`src/rtl/pci_rr_arb_pkg.sv`:
```
package pci_rr_arb_pkg;
  localparam int MAX_AGENTS = 32;

  // First requesting agent after 'last' in ascending, wrapping order.
  // Returns 0 (on-chip master) when nobody requests.
  function automatic int rr_pick(input logic [MAX_AGENTS-1:0] r,
                                 input int last, input int n);
    int idx;
    rr_pick = 0;
    for (int k = MAX_AGENTS; k >= 1; k--) begin
      if (k <= n) begin
        idx = last + k;
        if (idx >= n) idx = idx - n;
        if (r[idx]) rr_pick = idx;
      end
    end
  endfunction
endpackage

```
`src/rtl/pci_arb_picker.sv`:
```
module pci_arb_picker #(
  parameter int N_AGT = 6,
  localparam int IW = $clog2(N_AGT)
) (
  input  logic [N_AGT-1:0] req,
  input  logic [IW-1:0]    last,
  output logic [IW-1:0]    win,
  output logic             win_valid
);
  import pci_rr_arb_pkg::*;
  logic [MAX_AGENTS-1:0] req_wide;

  always_comb begin
    req_wide = '0;
    req_wide[N_AGT-1:0] = req;
    win       = IW'(rr_pick(req_wide, int'(last), N_AGT));
    win_valid = |req;
  end
endmodule

```
`src/rtl/pci_arb_grant_ctl.sv`:
```
module pci_arb_grant_ctl #(
  parameter int N_AGT = 6,
  localparam int IW = $clog2(N_AGT)
) (
  input  logic             clk,
  input  logic             rst_n,
  input  logic             en,
  input  logic [N_AGT-1:0] req,
  input  logic             bus_idle,
  input  logic [IW-1:0]    win,
  input  logic             win_valid,
  output logic [N_AGT-1:0] grant,
  output logic [IW-1:0]    last
);
  logic [N_AGT-1:0] grant_q;
  logic [IW-1:0]    last_q;
  logic [N_AGT-1:0] win_oh;
  logic held, owner_req, may_switch, keep_owner;

  assign win_oh     = N_AGT'(1) << win;
  assign held       = |grant_q;
  assign owner_req  = |(grant_q & req);
  assign may_switch = bus_idle | ~owner_req;
  assign keep_owner = (grant_q == win_oh);

  always_ff @(posedge clk or negedge rst_n) begin
    if (!rst_n) begin
      grant_q <= '0;
      last_q  <= IW'(N_AGT - 1);
    end else if (!en) begin
      grant_q <= '0;
    end else if (!held) begin
      grant_q <= win_oh;
      if (win_valid) last_q <= win;
    end else if (may_switch && !keep_owner) begin
      grant_q <= '0;
    end
  end

  assign grant = grant_q;
  assign last  = last_q;
endmodule

```
`src/rtl/pci_arb_pinmux.sv`:
```
module pci_arb_pinmux #(
  parameter int N_EXT = 5
) (
  input  logic           en,
  input  logic [N_EXT:0] grant,
  input  logic           int_req,
  output logic [N_EXT-1:0] gnt_n,
  output logic           int_gnt
);
  for (genvar k = 0; k < N_EXT; k++) begin : g_ext
    assign gnt_n[k] = ~(en & grant[k+1]);
  end
  assign int_gnt = en ? grant[0] : int_req;
endmodule

```
`src/rtl/pci_rr_arbiter.sv`:
```
module pci_rr_arbiter #(
  parameter int N_EXT = 5
) (
  input  logic             clk,
  input  logic             rst_n,
  input  logic             arb_en,
  input  logic [N_EXT-1:0] req_n,
  input  logic             int_req,
  input  logic             frame_n,
  input  logic             irdy_n,
  output logic [N_EXT-1:0] gnt_n,
  output logic             int_gnt
);
  localparam int N_AGT = N_EXT + 1;
  localparam int IW    = $clog2(N_AGT);

  logic [N_AGT-1:0] req_vec;
  logic [N_AGT-1:0] grant_vec;
  logic [IW-1:0]    last_idx;
  logic [IW-1:0]    win_idx;
  logic             win_valid;
  logic             bus_idle;

  assign req_vec  = {~req_n, int_req};
  assign bus_idle = frame_n & irdy_n;

  pci_arb_picker #(.N_AGT(N_AGT)) i_picker (
    .req(req_vec), .last(last_idx), .win(win_idx), .win_valid(win_valid)
  );

  pci_arb_grant_ctl #(.N_AGT(N_AGT)) i_ctl (
    .clk(clk), .rst_n(rst_n), .en(arb_en), .req(req_vec), .bus_idle(bus_idle),
    .win(win_idx), .win_valid(win_valid), .grant(grant_vec), .last(last_idx)
  );

  pci_arb_pinmux #(.N_EXT(N_EXT)) i_pins (
    .en(arb_en), .grant(grant_vec), .int_req(int_req),
    .gnt_n(gnt_n), .int_gnt(int_gnt)
  );
endmodule

```
`config.mk`:
```
export PLATFORM = sky130hd
export DESIGN_NAME = pci_rr_arbiter
export DESIGN_NICKNAME = d
export VERILOG_FILES = /design/src/rtl/pci_rr_arb_pkg.sv /design/src/rtl/pci_arb_picker.sv /design/src/rtl/pci_arb_grant_ctl.sv /design/src/rtl/pci_arb_pinmux.sv /design/src/rtl/pci_rr_arbiter.sv
export SDC_FILE = /design/constraint.sdc
export NUM_CORES = 1
export LEC_CHECK = 0
export ABC_AREA = 1
export BUFFER_PORTS_ARGS = -buffer_cell sky130_fd_sc_hd__clkbuf_2
export CAP_MARGIN = 20
export CORE_MARGIN = 8
export CORE_UTILIZATION = 24
export CTS_BUF_LIST = sky130_fd_sc_hd__clkbuf_4
export CTS_CLUSTER_SIZE = 16
export DETAILED_ROUTE_END_ITERATION = 10
export PLACE_DENSITY = 0.39
export SLEW_MARGIN = 20
export SYNTH_ARGS = -nofsm -noshare
export SYNTH_HDL_FRONTEND = slang
export SYNTH_SLANG_ARGS = --single-unit
```
`constraint.sdc`:
```
create_clock -name clk -period 3.5 [get_ports clk]
set_clock_uncertainty 0.2 [all_clocks]
set_input_delay 0.525 -clock clk [delete_from_list [all_inputs] [get_ports clk]]
set_output_delay 0.525 -clock clk [all_outputs]
set_load 0.02 [all_outputs]
```
==> impl_results.rst <==
.. list-table::
   :header-rows: 1

   * - Metric
     - Value
   * - Tightest Pin Transition
     - slightly below 0.6 ns
   * - Number of max-slew violations in the final report
     - 0
   * - Floorplan core area
     - 0.00710 mm2
   * - Overall die width
     - between 100 and 150 um
   * - Number of non-filler instances in the completed layout
     - 435
   * - GR Util All Layers
     - 10.7%
   * - Synthesized netlist cell count
     - approximately 280
   * - Final core occ
     - a little over a third
   * - Sequential fraction of the synthesis area
     - 13.2%
   * - Die area
     - slightly above 0.01 mm2
   * - Commonest non-fill, non-tap cells in the layout
     - sky130_fd_sc_hd__nand2_1 (77), sky130_fd_sc_hd__buf_4 (30), sky130_fd_sc_hd__inv_1 (26), sky130_fd_sc_hd__nand2_2 (25), sky130_fd_sc_hd__nand3_1 (23)
   * - Synthesized area per cell
     - around 6 um2
   * - Boundary pin count
     - 17
   * - Finish-stage setup viols
     - 0
   * - Diode insertion count for antenna repair
     - 0
   * - Crit-path slowest cell
     - sky130_fd_sc_hd__dfstp_2
   * - H-Tree Depth
     - 1
   * - Syn_nets
     - around 310
   * - Cells after DPL
     - between 400 and 500
   * - CTS tree
     - yes
   * - Skew-Pair Late Insertion Delay
     - around 0.27 ns
   * - Largest net degree at the start of global routing
     - 17
   * - Layout net count
     - approximately 370
   * - Root buffer cell
     - sky130_fd_sc_hd__clkbuf_4
   * - Setup crit start
     - i_ctl.last[0]
   * - Residual DRC count
     - 0
   * - Avg Vias per Cell
     - roughly 4.5
   * - Count of max-cap constraint violations
     - 0
   * - Vias in the first global route
     - 1,876
   * - Site Rows
     - 31
   * - Number of flops mapped to enable cells by yosys
     - 0
   * - Final min period
     - 3.35 ns
   * - Startpoint of the lowest-slack register-to-register path
     - i_ctl.last[0]
   * - Global-route wire length before repair
     - a little under 9 mm
   * - Clock slew seen by the registers of the worst setup and hold paths
     - 0.07 ns
   * - Largest driver fanout on the critical path
     - 8
   * - Worst slew margin relative to its limit
     - about 61%
   * - Number of iterations in the first detailed-routing pass
     - 4
   * - Initial core utilization
     - roughly 24%
   * - Arrival time of the worst setup path
     - 3.31 ns
   * - Type of the most critical hold path
     - register to register
   * - CP endpoint kind
     - register
   * - Total detailed-routing wirelength
     - around 5.5 mm
   * - Post-synthesis instance area
     - about 0.0017 mm2
   * - Synthesis-stage register bit count
     - 9
   * - Layout cell share with drive strength beyond 1
     - between 40% and 50%
   * - Startpoint of the lowest-slack hold path
     - i_ctl.last[2]
   * - Most Frequent Cell on Critical Path
     - sky130_fd_sc_hd__nand2_1
   * - Layout filler cell count
     - between 800 and 900
   * - Post-DP HPWL
     - 4.33 mm
   * - Required time worst endpoint
     - about 3.5 ns
   * - IO Port Bufs
     - 16
   * - Via count of the routed design
     - between 1,500 and 2,000
   * - Final GP Congestion
     - roughly 0.84
   * - Worst reg2reg setup slack
     - 0.15 ns
   * - Routed length per instance
     - about 13 um
   * - DRT antenna net count
     - 0
   * - Outcome
     - finished, final reports clean
   * - Number of synthesis warnings
     - 0
   * - Largest stage delay, worst path
     - 0.57 ns
   * - CP startpoint kind
     - register
   * - Area Overhead vs Synth
     - 43.4%
   * - Distinct cells, synth
     - 36
   * - Most common cell after layout, fill and taps aside
     - sky130_fd_sc_hd__nand2_1
   * - Highest attainable clock frequency
     - 299 MHz
   * - Fraction of the cycle the final worst path needs
     - a little over nine tenths
   * - Setup repair after global routing missed its margin
     - yes
   * - Total CTS buffers
     - 3
   * - Async set-reset flop share out of synthesis
     - 100%
   * - Drt first-iter violations
     - 85
   * - Aggregate global routing overflow
     - 0
   * - Commonest register cell after synthesis
     - sky130_fd_sc_hd__dfrtp_1
   * - Buffers from clock root to sink, at most
     - 2
   * - Number of antenna violations at the first check in global routing
     - 0
   * - Category of the most critical setup path
     - register to register
   * - Height of the chip
     - around 100 um
   * - Final number of hold-violating endpoints
     - 0
   * - TritonCTS Sinks
     - 9
[repair_timing]
item,in CTS,in global routing
setup buffers,0,13
hold buffers,1,0
setup endpoints to repair,0,6
endpoints found under the hold margin,7,0
resized for setup,0,66
[state kept, by name (all words and copies together) (netlist names)]
| register | flops |
|---|---|
| i_ctl.grant | 6 |
| i_ctl.last | 3 |
[final cells by class]
cell class | count | area (um2) | share of cell area, %
clock buffers | 4 | 30.0 | 1.22
repair inverters | 1 | 5.00 | 0.203
well taps | 99 | 124 | 5.03
flip-flops and latches | 9 | 229 | 9.29
inverters | 36 | 145 | 5.89
multi-input cells | 236 | 1570 | 63.9
repair buffers | 50 | 358 | 14.5
[through the flow]
stage | setup TNS [ns] | setup WS, ns | hold slack (ns) | cell area, um2
2_1_floorplan | 0 | 0.293 | 0.0294 | 1720
3_3_place_gp | 0 | 0.0836 | 0.204 | 2050
3_5_place_dp | 0 | 0.0713 | 0.204 | 2050
4_1_cts | 0 | 0.0436 | 0.387 | 2090
5_1_grt | -0.529 | -0.0950 | 0.414 | 2460
6_report | 0 | 0.155 | 0.369 | 2460
[cell families (layout without fill, tap and decap cells)]
group	Yosys count	in the layout	share of synthesized area, %
fa+ha+maj	17	17	12.4
compound gates	30	30	11.5
xor+xnor	3	3	1.53
simple gates	185	186	52.0
buf+inv	39	91	9.39
flops	9	9	13.2
[worst max-delay path: cells and delay by family, from the launching register on]
kind / cells / cell delay (ns)
AND/OR/NAND/NOR: 22 / 1.82
flip-flops: 1 / 0.57
buffers and inverters: 4 / 0.36
adder cells (fa/ha/maj): 1 / 0.29
[cell usage after synthesis (2+ instances only)]
cell type | count | area (um2)
sky130_fd_sc_hd__nand2_1 | 95 | 357
sky130_fd_sc_hd__nand3_1 | 33 | 165
sky130_fd_sc_hd__inv_1 | 28 | 105
sky130_fd_sc_hd__ha_1 | 17 | 213
sky130_fd_sc_hd__nand2_2 | 15 | 93.8
sky130_fd_sc_hd__nor2_1 | 14 | 52.6
sky130_fd_sc_hd__nand4_1 | 11 | 68.8
sky130_fd_sc_hd__o21ai_0 | 10 | 50.1
sky130_fd_sc_hd__dfrtp_1 | 7 | 175
sky130_fd_sc_hd__inv_2 | 6 | 22.5
sky130_fd_sc_hd__o21ai_1 | 6 | 30.0
sky130_fd_sc_hd__nand2_4 | 5 | 56.3
sky130_fd_sc_hd__nand3b_1 | 4 | 30.0
sky130_fd_sc_hd__o22ai_1 | 4 | 25.0
sky130_fd_sc_hd__nand3_2 | 3 | 30.0
sky130_fd_sc_hd__a21oi_1 | 2 | 10.0
sky130_fd_sc_hd__dfstp_2 | 2 | 52.6
sky130_fd_sc_hd__nor2_4 | 2 | 22.5
sky130_fd_sc_hd__xor2_1 | 2 | 17.5
[layer usage]
metal / part of all wire (%) / global-route usage (%) / routed length, um / vias up
li1: - / - / - / 1030
met1: 48 / 13.5 / 2630 / 905
met2: 50 / 19.0 / 2760 / 17
met3: 1.1 / 0.967 / 61 / 7
met4: 1.1 / 2.79 / 60 / 0
met5: 0 / 0 / 0 / -
[worst paths after layout]
kind / depth (start not counted) / to
worst min-delay path: 2 / i_ctl.last[2]
worst max register to register: 27 / i_ctl.grant[2]
max in group asynchronous: 2 / i_ctl.last[0]
worst max-delay path: 27 / i_ctl.grant[2]
worst min register to register: 2 / i_ctl.last[2]
min in group asynchronous: 2 / i_ctl.grant[2]
Power is not shown: default switching activity piles up to over one toggle a cycle in this logic, so the estimate is an artifact.
